<file path="src/rtl/fsub_pkg.sv">
package fsub_pkg;
  localparam int EXP_W     = 8;
  localparam int FRAC_W    = 23;
  localparam int WORD_W    = 1 + EXP_W + FRAC_W;
  localparam int SIG_W     = FRAC_W + 1;
  localparam int GRS_W     = 3;
  localparam int EXT_W     = SIG_W + GRS_W;
  localparam int SE_W      = EXP_W + 2;
  localparam int EXP_MAX   = (1 << EXP_W) - 1;
  localparam int QUIET_BIT = FRAC_W - 1;

  localparam logic [WORD_W-1:0] DEFAULT_NAN =
    {1'b0, {EXP_W{1'b1}}, 1'b1, {(FRAC_W-1){1'b0}}};

  typedef enum logic [1:0] {
    RM_NEAR_EVEN = 2'd0,
    RM_TO_ZERO   = 2'd1,
    RM_TO_POS    = 2'd2,
    RM_TO_NEG    = 2'd3
  } rmode_e;

  typedef enum logic [2:0] {
    CL_ZERO, CL_NORM, CL_SUB, CL_INF, CL_QNAN, CL_SNAN
  } opclass_e;

  typedef struct packed {
    logic                   sign;
    opclass_e               cls;
    logic signed [SE_W-1:0] exp;
    logic [SIG_W-1:0]       sig;
  } operand_t;

  // leading zero count of an extended significand; EXT_W when all zero
  function automatic int lead_zeros(input logic [EXT_W-1:0] v);
    int   n;
    logic found;
    n = EXT_W;
    found = 1'b0;
    for (int i = EXT_W - 1; i >= 0; i--) begin
      if (!found && v[i]) begin
        n = EXT_W - 1 - i;
        found = 1'b1;
      end
    end
    return n;
  endfunction

  // right shift that folds every lost bit into bit 0
  function automatic logic [EXT_W-1:0] shr_sticky(input logic [EXT_W-1:0] v,
                                                  input int amt);
    logic [EXT_W-1:0] r;
    logic             lost;
    if (amt <= 0) return v;
    if (amt >= EXT_W) return {{(EXT_W-1){1'b0}}, |v};
    r = v >> amt;
    lost = 1'b0;
    for (int i = 0; i < EXT_W; i++) begin
      if (i < amt && v[i]) lost = 1'b1;
    end
    r[0] = r[0] | lost;
    return r;
  endfunction

  function automatic logic round_up(input rmode_e rm, input logic sign,
                                    input logic lsb, input logic [GRS_W-1:0] grs);
    logic tail;
    tail = |grs;
    case (rm)
      RM_NEAR_EVEN: return grs[GRS_W-1] & ((|grs[GRS_W-2:0]) | lsb);
      RM_TO_ZERO:   return 1'b0;
      RM_TO_POS:    return tail & ~sign;
      default:      return tail & sign;
    endcase
  endfunction

  function automatic logic ovf_goes_inf(input rmode_e rm, input logic sign);
    case (rm)
      RM_NEAR_EVEN: return 1'b1;
      RM_TO_ZERO:   return 1'b0;
      RM_TO_POS:    return ~sign;
      default:      return sign;
    endcase
  endfunction

  function automatic logic [WORD_W-1:0] make_quiet(input logic [WORD_W-1:0] w);
    logic [WORD_W-1:0] r;
    r = w;
    r[QUIET_BIT] = 1'b1;
    return r;
  endfunction
endpackage

</file>
<file path="src/rtl/fsub_unpack.sv">
module fsub_unpack
  import fsub_pkg::*;
(
  input  logic [WORD_W-1:0] word,
  output operand_t          opnd
);
  logic [EXP_W-1:0]  efield;
  logic [FRAC_W-1:0] ffield;
  logic              exp_zero;
  logic              exp_ones;
  logic [EXT_W-1:0]  raw_ext;
  logic [EXT_W-1:0]  norm_ext;
  int                lz;

  assign efield = word[WORD_W-2 -: EXP_W];
  assign ffield = word[FRAC_W-1:0];

  always_comb begin
    exp_zero = (efield == '0);
    exp_ones = &efield;
    raw_ext  = {~exp_zero, ffield, {GRS_W{1'b0}}};
    lz       = lead_zeros(raw_ext);
    norm_ext = raw_ext << lz;

    opnd.sign = word[WORD_W-1];
    opnd.sig  = norm_ext[EXT_W-1 -: SIG_W];
    opnd.exp  = exp_zero ? SE_W'(1 - lz) : SE_W'(efield);

    if (exp_zero)
      opnd.cls = (ffield == '0) ? CL_ZERO : CL_SUB;
    else if (exp_ones) begin
      if (ffield == '0)          opnd.cls = CL_INF;
      else if (ffield[QUIET_BIT]) opnd.cls = CL_QNAN;
      else                       opnd.cls = CL_SNAN;
    end else
      opnd.cls = CL_NORM;
  end
endmodule

</file>
<file path="src/rtl/fsub_special.sv">
module fsub_special
  import fsub_pkg::*;
(
  input  logic [WORD_W-1:0] x_word,
  input  logic [WORD_W-1:0] y_word,
  input  opclass_e          x_cls,
  input  opclass_e          y_cls,
  input  rmode_e            rm,
  output logic              hit,
  output logic [WORD_W-1:0] res,
  output logic              invalid
);
  logic xs;
  logic ys;

  assign xs = x_word[WORD_W-1];
  assign ys = y_word[WORD_W-1];

  always_comb begin
    hit     = 1'b1;
    res     = '0;
    invalid = 1'b0;
    if (x_cls == CL_SNAN) begin
      res = make_quiet(x_word);
      invalid = 1'b1;
    end else if (y_cls == CL_SNAN) begin
      res = make_quiet(y_word);
      invalid = 1'b1;
    end else if (x_cls == CL_QNAN)
      res = x_word;
    else if (y_cls == CL_QNAN)
      res = y_word;
    else if (x_cls == CL_INF && y_cls == CL_INF) begin
      if (xs == ys) begin
        res = DEFAULT_NAN;
        invalid = 1'b1;
      end else
        res = x_word;
    end else if (y_cls == CL_INF)
      res = {~ys, {EXP_W{1'b1}}, {FRAC_W{1'b0}}};
    else if (x_cls == CL_INF)
      res = x_word;
    else if (x_cls == CL_ZERO && y_cls == CL_ZERO)
      res = (xs != ys) ? x_word : {(rm == RM_TO_NEG), {(WORD_W-1){1'b0}}};
    else if (y_cls == CL_ZERO)
      res = x_word;
    else if (x_cls == CL_ZERO)
      res = {~ys, y_word[WORD_W-2:0]};
    else
      hit = 1'b0;
  end
endmodule

</file>
<file path="src/rtl/fsub_addsub.sv">
module fsub_addsub
  import fsub_pkg::*;
(
  input  logic                   x_sign,
  input  logic signed [SE_W-1:0] x_exp,
  input  logic [SIG_W-1:0]       x_sig,
  input  logic                   y_sign,
  input  logic signed [SE_W-1:0] y_exp,
  input  logic [SIG_W-1:0]       y_sig,
  output logic                   r_sign,
  output logic signed [SE_W-1:0] r_exp,
  output logic [EXT_W-1:0]       r_sig,
  output logic                   carry_out,
  output logic                   cancel
);
  logic                   y_eff;
  logic                   same;
  logic [EXT_W-1:0]       xm, ym, xa, ya;
  logic signed [SE_W-1:0] e_al;
  logic [EXT_W:0]         mag_sum;
  logic [EXT_W-1:0]       mag_diff;
  logic                   x_ge;
  int                     ediff;
  int                     lz;

  always_comb begin
    y_eff = ~y_sign;
    xm = {x_sig, {GRS_W{1'b0}}};
    ym = {y_sig, {GRS_W{1'b0}}};
    if (x_exp >= y_exp) begin
      ediff = int'(x_exp - y_exp);
      xa    = xm;
      ya    = shr_sticky(ym, ediff);
      e_al  = x_exp;
    end else begin
      ediff = int'(y_exp - x_exp);
      xa    = shr_sticky(xm, ediff);
      ya    = ym;
      e_al  = y_exp;
    end

    same     = (x_sign == y_eff);
    mag_sum  = {1'b0, xa} + {1'b0, ya};
    x_ge     = (xa >= ya);
    mag_diff = x_ge ? (xa - ya) : (ya - xa);
    lz       = lead_zeros(mag_diff);

    carry_out = 1'b0;
    cancel    = 1'b0;
    if (same) begin
      r_sign = x_sign;
      if (mag_sum[EXT_W]) begin
        carry_out = 1'b1;
        r_sig     = mag_sum[EXT_W:1];
        r_sig[0]  = mag_sum[1] | mag_sum[0];
        r_exp     = e_al + SE_W'(1);
      end else begin
        r_sig = mag_sum[EXT_W-1:0];
        r_exp = e_al;
      end
    end else begin
      r_sign = x_ge ? x_sign : y_eff;
      cancel = (mag_diff == '0);
      r_sig  = mag_diff << lz;
      r_exp  = e_al - SE_W'(lz);
    end
  end
endmodule

</file>
<file path="src/rtl/fsub_round.sv">
module fsub_round
  import fsub_pkg::*;
(
  input  logic                   sign,
  input  logic signed [SE_W-1:0] exp_in,
  input  logic [EXT_W-1:0]       sig_in,
  input  rmode_e                 rm,
  output logic [WORD_W-1:0]      word,
  output logic                   overflow,
  output logic                   underflow,
  output logic                   inexact
);
  localparam logic signed [SE_W-1:0] ONE_E  = SE_W'(1);
  localparam logic signed [SE_W-1:0] EMAX_E = SE_W'(EXP_MAX);

  logic                   tiny;
  logic [EXT_W-1:0]       dsig;
  logic signed [SE_W-1:0] e1, e2;
  logic [GRS_W-1:0]       grs;
  logic                   up;
  logic [SIG_W:0]         rsum;
  logic [SIG_W-1:0]       rsig;

  always_comb begin
    tiny = (exp_in < ONE_E);
    if (tiny) begin
      dsig = shr_sticky(sig_in, int'(ONE_E - exp_in));
      e1   = ONE_E;
    end else begin
      dsig = sig_in;
      e1   = exp_in;
    end
    grs  = dsig[GRS_W-1:0];
    up   = round_up(rm, sign, dsig[GRS_W], grs);
    rsum = {1'b0, dsig[EXT_W-1:GRS_W]} + {{SIG_W{1'b0}}, up};
    if (rsum[SIG_W]) begin
      rsig = rsum[SIG_W:1];
      e2   = e1 + SE_W'(1);
    end else begin
      rsig = rsum[SIG_W-1:0];
      e2   = e1;
    end

    overflow  = (e2 >= EMAX_E);
    underflow = tiny;
    inexact   = (|grs) | overflow;
    if (overflow) begin
      if (ovf_goes_inf(rm, sign))
        word = {sign, {EXP_W{1'b1}}, {FRAC_W{1'b0}}};
      else
        word = {sign, EXP_W'(EXP_MAX - 1), {FRAC_W{1'b1}}};
    end else
      word = {sign, (rsig[SIG_W-1] ? e2[EXP_W-1:0] : {EXP_W{1'b0}}), rsig[FRAC_W-1:0]};
  end
endmodule

</file>
<file path="src/rtl/fsub_unit.sv">
module fsub_unit
  import fsub_pkg::*;
(
  input  logic              clk,
  input  logic              rst_n,
  input  logic [WORD_W-1:0] op_x,
  input  logic [WORD_W-1:0] op_y,
  input  logic [1:0]        rnd_mode,
  output logic [WORD_W-1:0] diff,
  output logic              flag_invalid,
  output logic              flag_overflow,
  output logic              flag_underflow,
  output logic              flag_inexact
);
  localparam int N_OPS = 2;

  logic [WORD_W-1:0] words [N_OPS];
  operand_t          opnds [N_OPS];
  rmode_e            rm;

  // named internal events, observed by the bound checker
  opclass_e               x_cls, y_cls;
  logic                   spec_hit;
  logic [WORD_W-1:0]      spec_res;
  logic                   spec_inv;
  logic                   a_sign;
  logic signed [SE_W-1:0] a_exp;
  logic [EXT_W-1:0]       a_sig;
  logic                   carry_out;
  logic                   cancel_zero;
  logic [WORD_W-1:0]      rnd_word;
  logic                   rnd_ovf, rnd_unf, rnd_inx;
  logic [WORD_W-1:0]      nxt_word;
  logic [3:0]             nxt_flags;

  assign words[0] = op_x;
  assign words[1] = op_y;
  assign rm       = rmode_e'(rnd_mode);

  for (genvar g = 0; g < N_OPS; g++) begin : g_unpack
    fsub_unpack u_unpack (.word(words[g]), .opnd(opnds[g]));
  end

  assign x_cls = opnds[0].cls;
  assign y_cls = opnds[1].cls;

  fsub_special u_special (
    .x_word (op_x),
    .y_word (op_y),
    .x_cls  (x_cls),
    .y_cls  (y_cls),
    .rm     (rm),
    .hit    (spec_hit),
    .res    (spec_res),
    .invalid(spec_inv)
  );

  fsub_addsub u_addsub (
    .x_sign   (opnds[0].sign),
    .x_exp    (opnds[0].exp),
    .x_sig    (opnds[0].sig),
    .y_sign   (opnds[1].sign),
    .y_exp    (opnds[1].exp),
    .y_sig    (opnds[1].sig),
    .r_sign   (a_sign),
    .r_exp    (a_exp),
    .r_sig    (a_sig),
    .carry_out(carry_out),
    .cancel   (cancel_zero)
  );

  fsub_round u_round (
    .sign     (a_sign),
    .exp_in   (a_exp),
    .sig_in   (a_sig),
    .rm       (rm),
    .word     (rnd_word),
    .overflow (rnd_ovf),
    .underflow(rnd_unf),
    .inexact  (rnd_inx)
  );

  always_comb begin
    if (spec_hit) begin
      nxt_word  = spec_res;
      nxt_flags = {spec_inv, 3'b000};
    end else if (cancel_zero) begin
      nxt_word  = {(rm == RM_TO_NEG), {(WORD_W-1){1'b0}}};
      nxt_flags = 4'b0000;
    end else begin
      nxt_word  = rnd_word;
      nxt_flags = {1'b0, rnd_ovf, rnd_unf, rnd_inx};
    end
  end

  always_ff @(posedge clk or negedge rst_n) begin
    if (!rst_n) begin
      diff           <= '0;
      flag_invalid   <= 1'b0;
      flag_overflow  <= 1'b0;
      flag_underflow <= 1'b0;
      flag_inexact   <= 1'b0;
    end else begin
      diff           <= nxt_word;
      flag_invalid   <= nxt_flags[3];
      flag_overflow  <= nxt_flags[2];
      flag_underflow <= nxt_flags[1];
      flag_inexact   <= nxt_flags[0];
    end
  end
endmodule

</file>
<file path="config.mk">
export PLATFORM = sky130hd
export DESIGN_NAME = fsub_unit
export DESIGN_NICKNAME = d
export VERILOG_FILES = /design/src/rtl/fsub_pkg.sv /design/src/rtl/fsub_unpack.sv /design/src/rtl/fsub_special.sv /design/src/rtl/fsub_addsub.sv /design/src/rtl/fsub_round.sv /design/src/rtl/fsub_unit.sv
export SDC_FILE = /design/constraint.sdc
export NUM_CORES = 1
export LEC_CHECK = 0
export BUFFER_PORTS_ARGS = -buffer_cell sky130_fd_sc_hd__buf_4
export CORE_MARGIN = 2
export CORE_UTILIZATION = 30
export CTS_CLUSTER_SIZE = 40
export DETAILED_ROUTE_END_ITERATION = 12
export GPL_ROUTABILITY_DRIVEN = 1
export PLACE_DENSITY = 0.41
export SETUP_SLACK_MARGIN = 0.3
export SYNTH_ARGS = -nofsm -noshare
export SYNTH_HDL_FRONTEND = slang
export SYNTH_HIERARCHICAL = 1
export SYNTH_SLANG_ARGS = --single-unit
</file>
<file path="constraint.sdc">
create_clock -name clk -period 0.8 [get_ports clk]
set_input_delay 0.08 -clock clk [delete_from_list [all_inputs] [get_ports clk]]
set_output_delay 0.08 -clock clk [all_outputs]
set_load 0.03 [all_outputs]
</file>
* Word level (Yosys, flattened, before mapping) *
Index checks and enable logic that the tools add are counted.

cells by class
  bitwise gates (word level) = 13
  equal/unequal tests = 12
  $lt $le $gt $ge = 85
  multiplexer cells = 323
  shift operators = 6
  reductions and logical operators = 234
  add/subtract/negate cells = 12

operator list
  operator               number
  $mux W32               60
  $lt A6 B32 Y1 const A  33
  $lt A5 B32 Y1 const A  24
  $mux W27               18
  $lt A4 B32 Y1 const A  12
  $mux W1                193
  $logic_and A1 B1 Y1    149
  $mux W5                29
  $lt A3 B32 Y1 const A  4
  $ge A32 B6 Y1 const B  3
  $le A32 B1 Y1 const B  3
  $shr A27 B32 Y27       3
  $logic_not A1 Y1       70
  $mux W10               7
  $shl A27 B32 Y27       2
  $sub A27 B27 Y27       2
  $mux W24               2
  $reduce_or A24 Y1      2
  $logic_not A23 Y1      2
  $lt A1 B32 Y1 const A  1
  $lt A2 B32 Y1 const A  1
  $mux W31               1
  $add A27 B27 Y28       1
  $ge A27 B27 Y1         1
  other kinds (32)       62

storage, ports and cells
  input bits = 68
  word-level logic and storage cells = 690
  bits in registers = 36
  output and inout bits = 36

* Logic depth before layout (Yosys ltp) *
  word-level depth = 237
  mapped depth = 84
  depth with buffers taken out = 75

* By module *
The synthesis kept the hierarchy.

modules (own cells, without submodules)
  module        cells each  times used  area an instance (µm²)  seq. area each (µm²)
  fsub_addsub   1,898       1           12,349.3                0.0
  fsub_round    591         1           4,067.7                 0.0
  fsub_unpack   243         2           1,639.1                 0.0
  fsub_special  397         1           2,182.1                 0.0
  fsub_unit     86          1           1,302.5                 900.9

* Worst setup path before layout *
Ideal clock, no wire load.

  path type = input port to flip-flop
  from = input op_x[23]
  to = register diff[10]
  path buffers = 14
  arrival = 16,317 ps
  setup slack = -15,638 ps
  cell stages on the path = 74
  path through = nor4_4 -> and4_1 -> buf_2 -> a311oi_1 -> and2_1 -> inv_1 -> buf_2 -> nand2_1 -> inv_1 -> ha_1 -> a21o_1 -> inv_1 -> ha_1 -> buf_2 -> a21oi_1 -> nor2_1 -> or4_4 -> nor3_4 -> [38 not listed] -> a21oi_1 -> a21oi_1 -> nor2_1 -> a2111oi_0 -> nor4_1 -> a41oi_1 -> or3_1 -> a22o_1 -> ha_1 -> ha_1 -> nand2b_1 -> or2_2 -> clkbuf_1 -> o31ai_2 -> nand2_1 -> a21boi_1 -> a21oi_1 -> a22o_1

RTL lines
  item                  line              source
  start, declared       fsub_unit.sv:6    input logic [WORD_W-1:0] op_x,
  end signal, assigned  fsub_unit.sv:104  diff <= nxt_word;
  end, declared         fsub_unit.sv:9    output logic [WORD_W-1:0] diff,

==> out/results.txt <==
Tightest Pin Transition = 0.8371 ns
Die ar. = 79480 um2
vias post-DR = 34140
area of the multi-input gates = 22850 um2
Slowest Stage Delay on Critical Path = 0.60 ns
final non-filler cell total = 5933
Port-buffer cells = 103
total routed wirelength = 138700 um
total track usage = 33.52%
final hold viol count = 36
Ys Warns = 6
share of cells above drive strength 1 = 45.47%
CTS tree = yes
met3 GRT Util = 3.489%
post-route setup slack = -12.96 ns
Max Root-Sink Buffers = 2
pre-CTS setup slack = -14.20 ns
timing-limited maximum frequency = 72.68 MHz
max cap viols = 0
FP Rows = 101
first-pass GRT wire length = 206600 um
I/O pins = 104
Setup Crit Path Kind = input pin to register
Hold WC Path Type = input pin to asynchronous set/reset pin
Die Wd = 281.9 um
Placed Area = 36160 um2
Setup Viol. Count Final = 72
critical path fanouts, max = 6
cell area after synthesis = 23170 um2
CTS Buf Count = 5
hold_ws = -0.2511 ns
GRT overflow = 0
cell count after synthesis = 3457
fillers = 7568
critical path depth in cells = 71
Final ANT Viol Nets = 0
Net count, final = 5094
H-tree depth = 2
Initial Util = 30.41%
CP startpoint kind = input pin
via/cell ratio = 5.754
Crit-path slowest cell = or4_4
Clock transition at path regs = 0.06 ns
outcome = finished, violations left
Post-DP HPWL = 114800 um
Slew HR = 43.69%
gpl congestion = 1.010
busiest grt layer = met2
Seq. cell area = 934.6 um2
GR Layer Usage met1 = 46.18%
Clock Sink Count = 36
Placed Cells incl. Taps = 5818
vias in the first global route = 33540
violated checks = negative hold slack, negative setup slack
minimum period implied by the final worst setup slack = 13.76 ns
initial antenna violation count = 2
die height = 281.9 um
required time worst endpoint = 0.96 ns
Iter 0 DRT Violations = 3208
RSZ-0062 raised after global routing = true
Syn Area/Cell = 6.703 um2
first-pass iteration count of the detailed router = 6
DRC Markers = 0
Tcrit/Tclk final = 1720%
final non-filler cell area = 39220 um2
root buf cell = clkbuf_16
Setup crit end = diff[4]
Largest delay share family, worst path = simple AND/OR/NAND/NOR gates
Critical Path Sink Type = register
fin. max-slew vios = 0
CP startpoint = op_x[28]
leakage power = 17.83 nW
total negative slack = -447.25 ns
pwr/cell area = 2863 nW/um2
Area Overhead vs Synth = 69.24%
CP most frequent cell = buf_6
worst path arrival time = 13.91 ns
syn nets = 3650
largest net degree at the start of global routing = 51
met2 Use GR = 54.79%
Peak VDD IR = 2232 uV
CP bufs+invs = 17
wire per inst = 23.38 um
core footprint = 76200 um2
## state kept, by name (all words and copies together), names as in the netlist
register        cells
flag_inexact        1
flag_underflow      1
flag_overflow       1
diff               32
flag_invalid        1
## power breakdown
group | internal, mW | switching, mW | total [mW]
Clock | 1.64 | 0.702 | 2.34
Combinational | 50.1 | 56.6 | 107
Sequential | 2.78 | 0.490 | 3.27
## how the worst min path moves through the flow
stage	from	to	slack, ns	cells after the start
2_1_floorplan	rst_n	diff[0]	-0.22	0
3_3_place_gp	rst_n	diff[8]	0.05	1
3_5_place_dp	rst_n	diff[2]	0.06	1
4_1_cts	rst_n	diff[2]	-0.24	1
5_1_grt	rst_n	diff[4]	-0.21	1
6_report	rst_n	diff[8]	-0.25	1
## what timing repair did
item	in CTS	in global routing
gates resized for setup	277	165
setup endpoints to repair	72	72
hold endpoints to repair	36	36
pin swaps	119	90
buffers inserted	49	52
gates cloned	2	3
## final cells by class
type,instances,share of cell area [%]
Inverter,173,1.691
Timing Repair Buffer,1680,33.89
Multi-Input combinational cell,3005,58.27
Tap cell,1030,3.286
Sequential cell,36,2.383
Clock inverter,1,0.07657
Antenna cell,1,0.006381
Clock buffer,7,0.3892
## per-layer routing
| layer | share of wire [%] | vias up |
|---|---|---|
| met2 | 45 | 1326 |
| met1 | 45 | 16680 |
| met5 | 0.0072 | - |
| met4 | 3.3 | 2 |
| li1 | - | 15930 |
| met3 | 6.5 | 197 |
## stage by stage
stage               utilization (%)  power (mW)
finish                        51.47       112.3
global route                  51.47       118.1
CTS                           49.81       106.5
detailed placement            47.46       100.1
global placement              47.46       99.70
floorplan                         -       52.25
## placed cells by master (no fill, tap or decap), types with 22 or more instances in the layout
| master | n |
|---|---|
| a22oi_1 | 43 |
| buf_12 | 24 |
| a22o_1 | 42 |
| o31ai_1 | 25 |
| o221ai_1 | 36 |
| a211oi_1 | 38 |
| nor4_1 | 26 |
| a31oi_1 | 61 |
| inv_1 | 147 |
| buf_6 | 80 |
| nor3_1 | 56 |
| o21ai_1 | 46 |
| and2_1 | 36 |
| a21oi_1 | 311 |
| dfrtp_2 | 27 |
| mux4_2 | 38 |
| o21bai_1 | 28 |
| mux2_2 | 38 |
| a21o_1 | 32 |
| o22ai_1 | 42 |
| mux2i_1 | 188 |
| xnor2_1 | 61 |
| a221oi_1 | 37 |
| ha_4 | 25 |
| o21ai_0 | 161 |
| o211ai_1 | 38 |
| nand2_1 | 307 |
| nand2b_1 | 40 |
| nor2_1 | 393 |
| ha_1 | 87 |
| nand3_1 | 74 |
| nor2b_1 | 36 |
| nor4_4 | 22 |
| buf_4 | 1568 |
| a21oi_2 | 31 |
| nand4_1 | 35 |
Power figures use the tool's default switching activity.
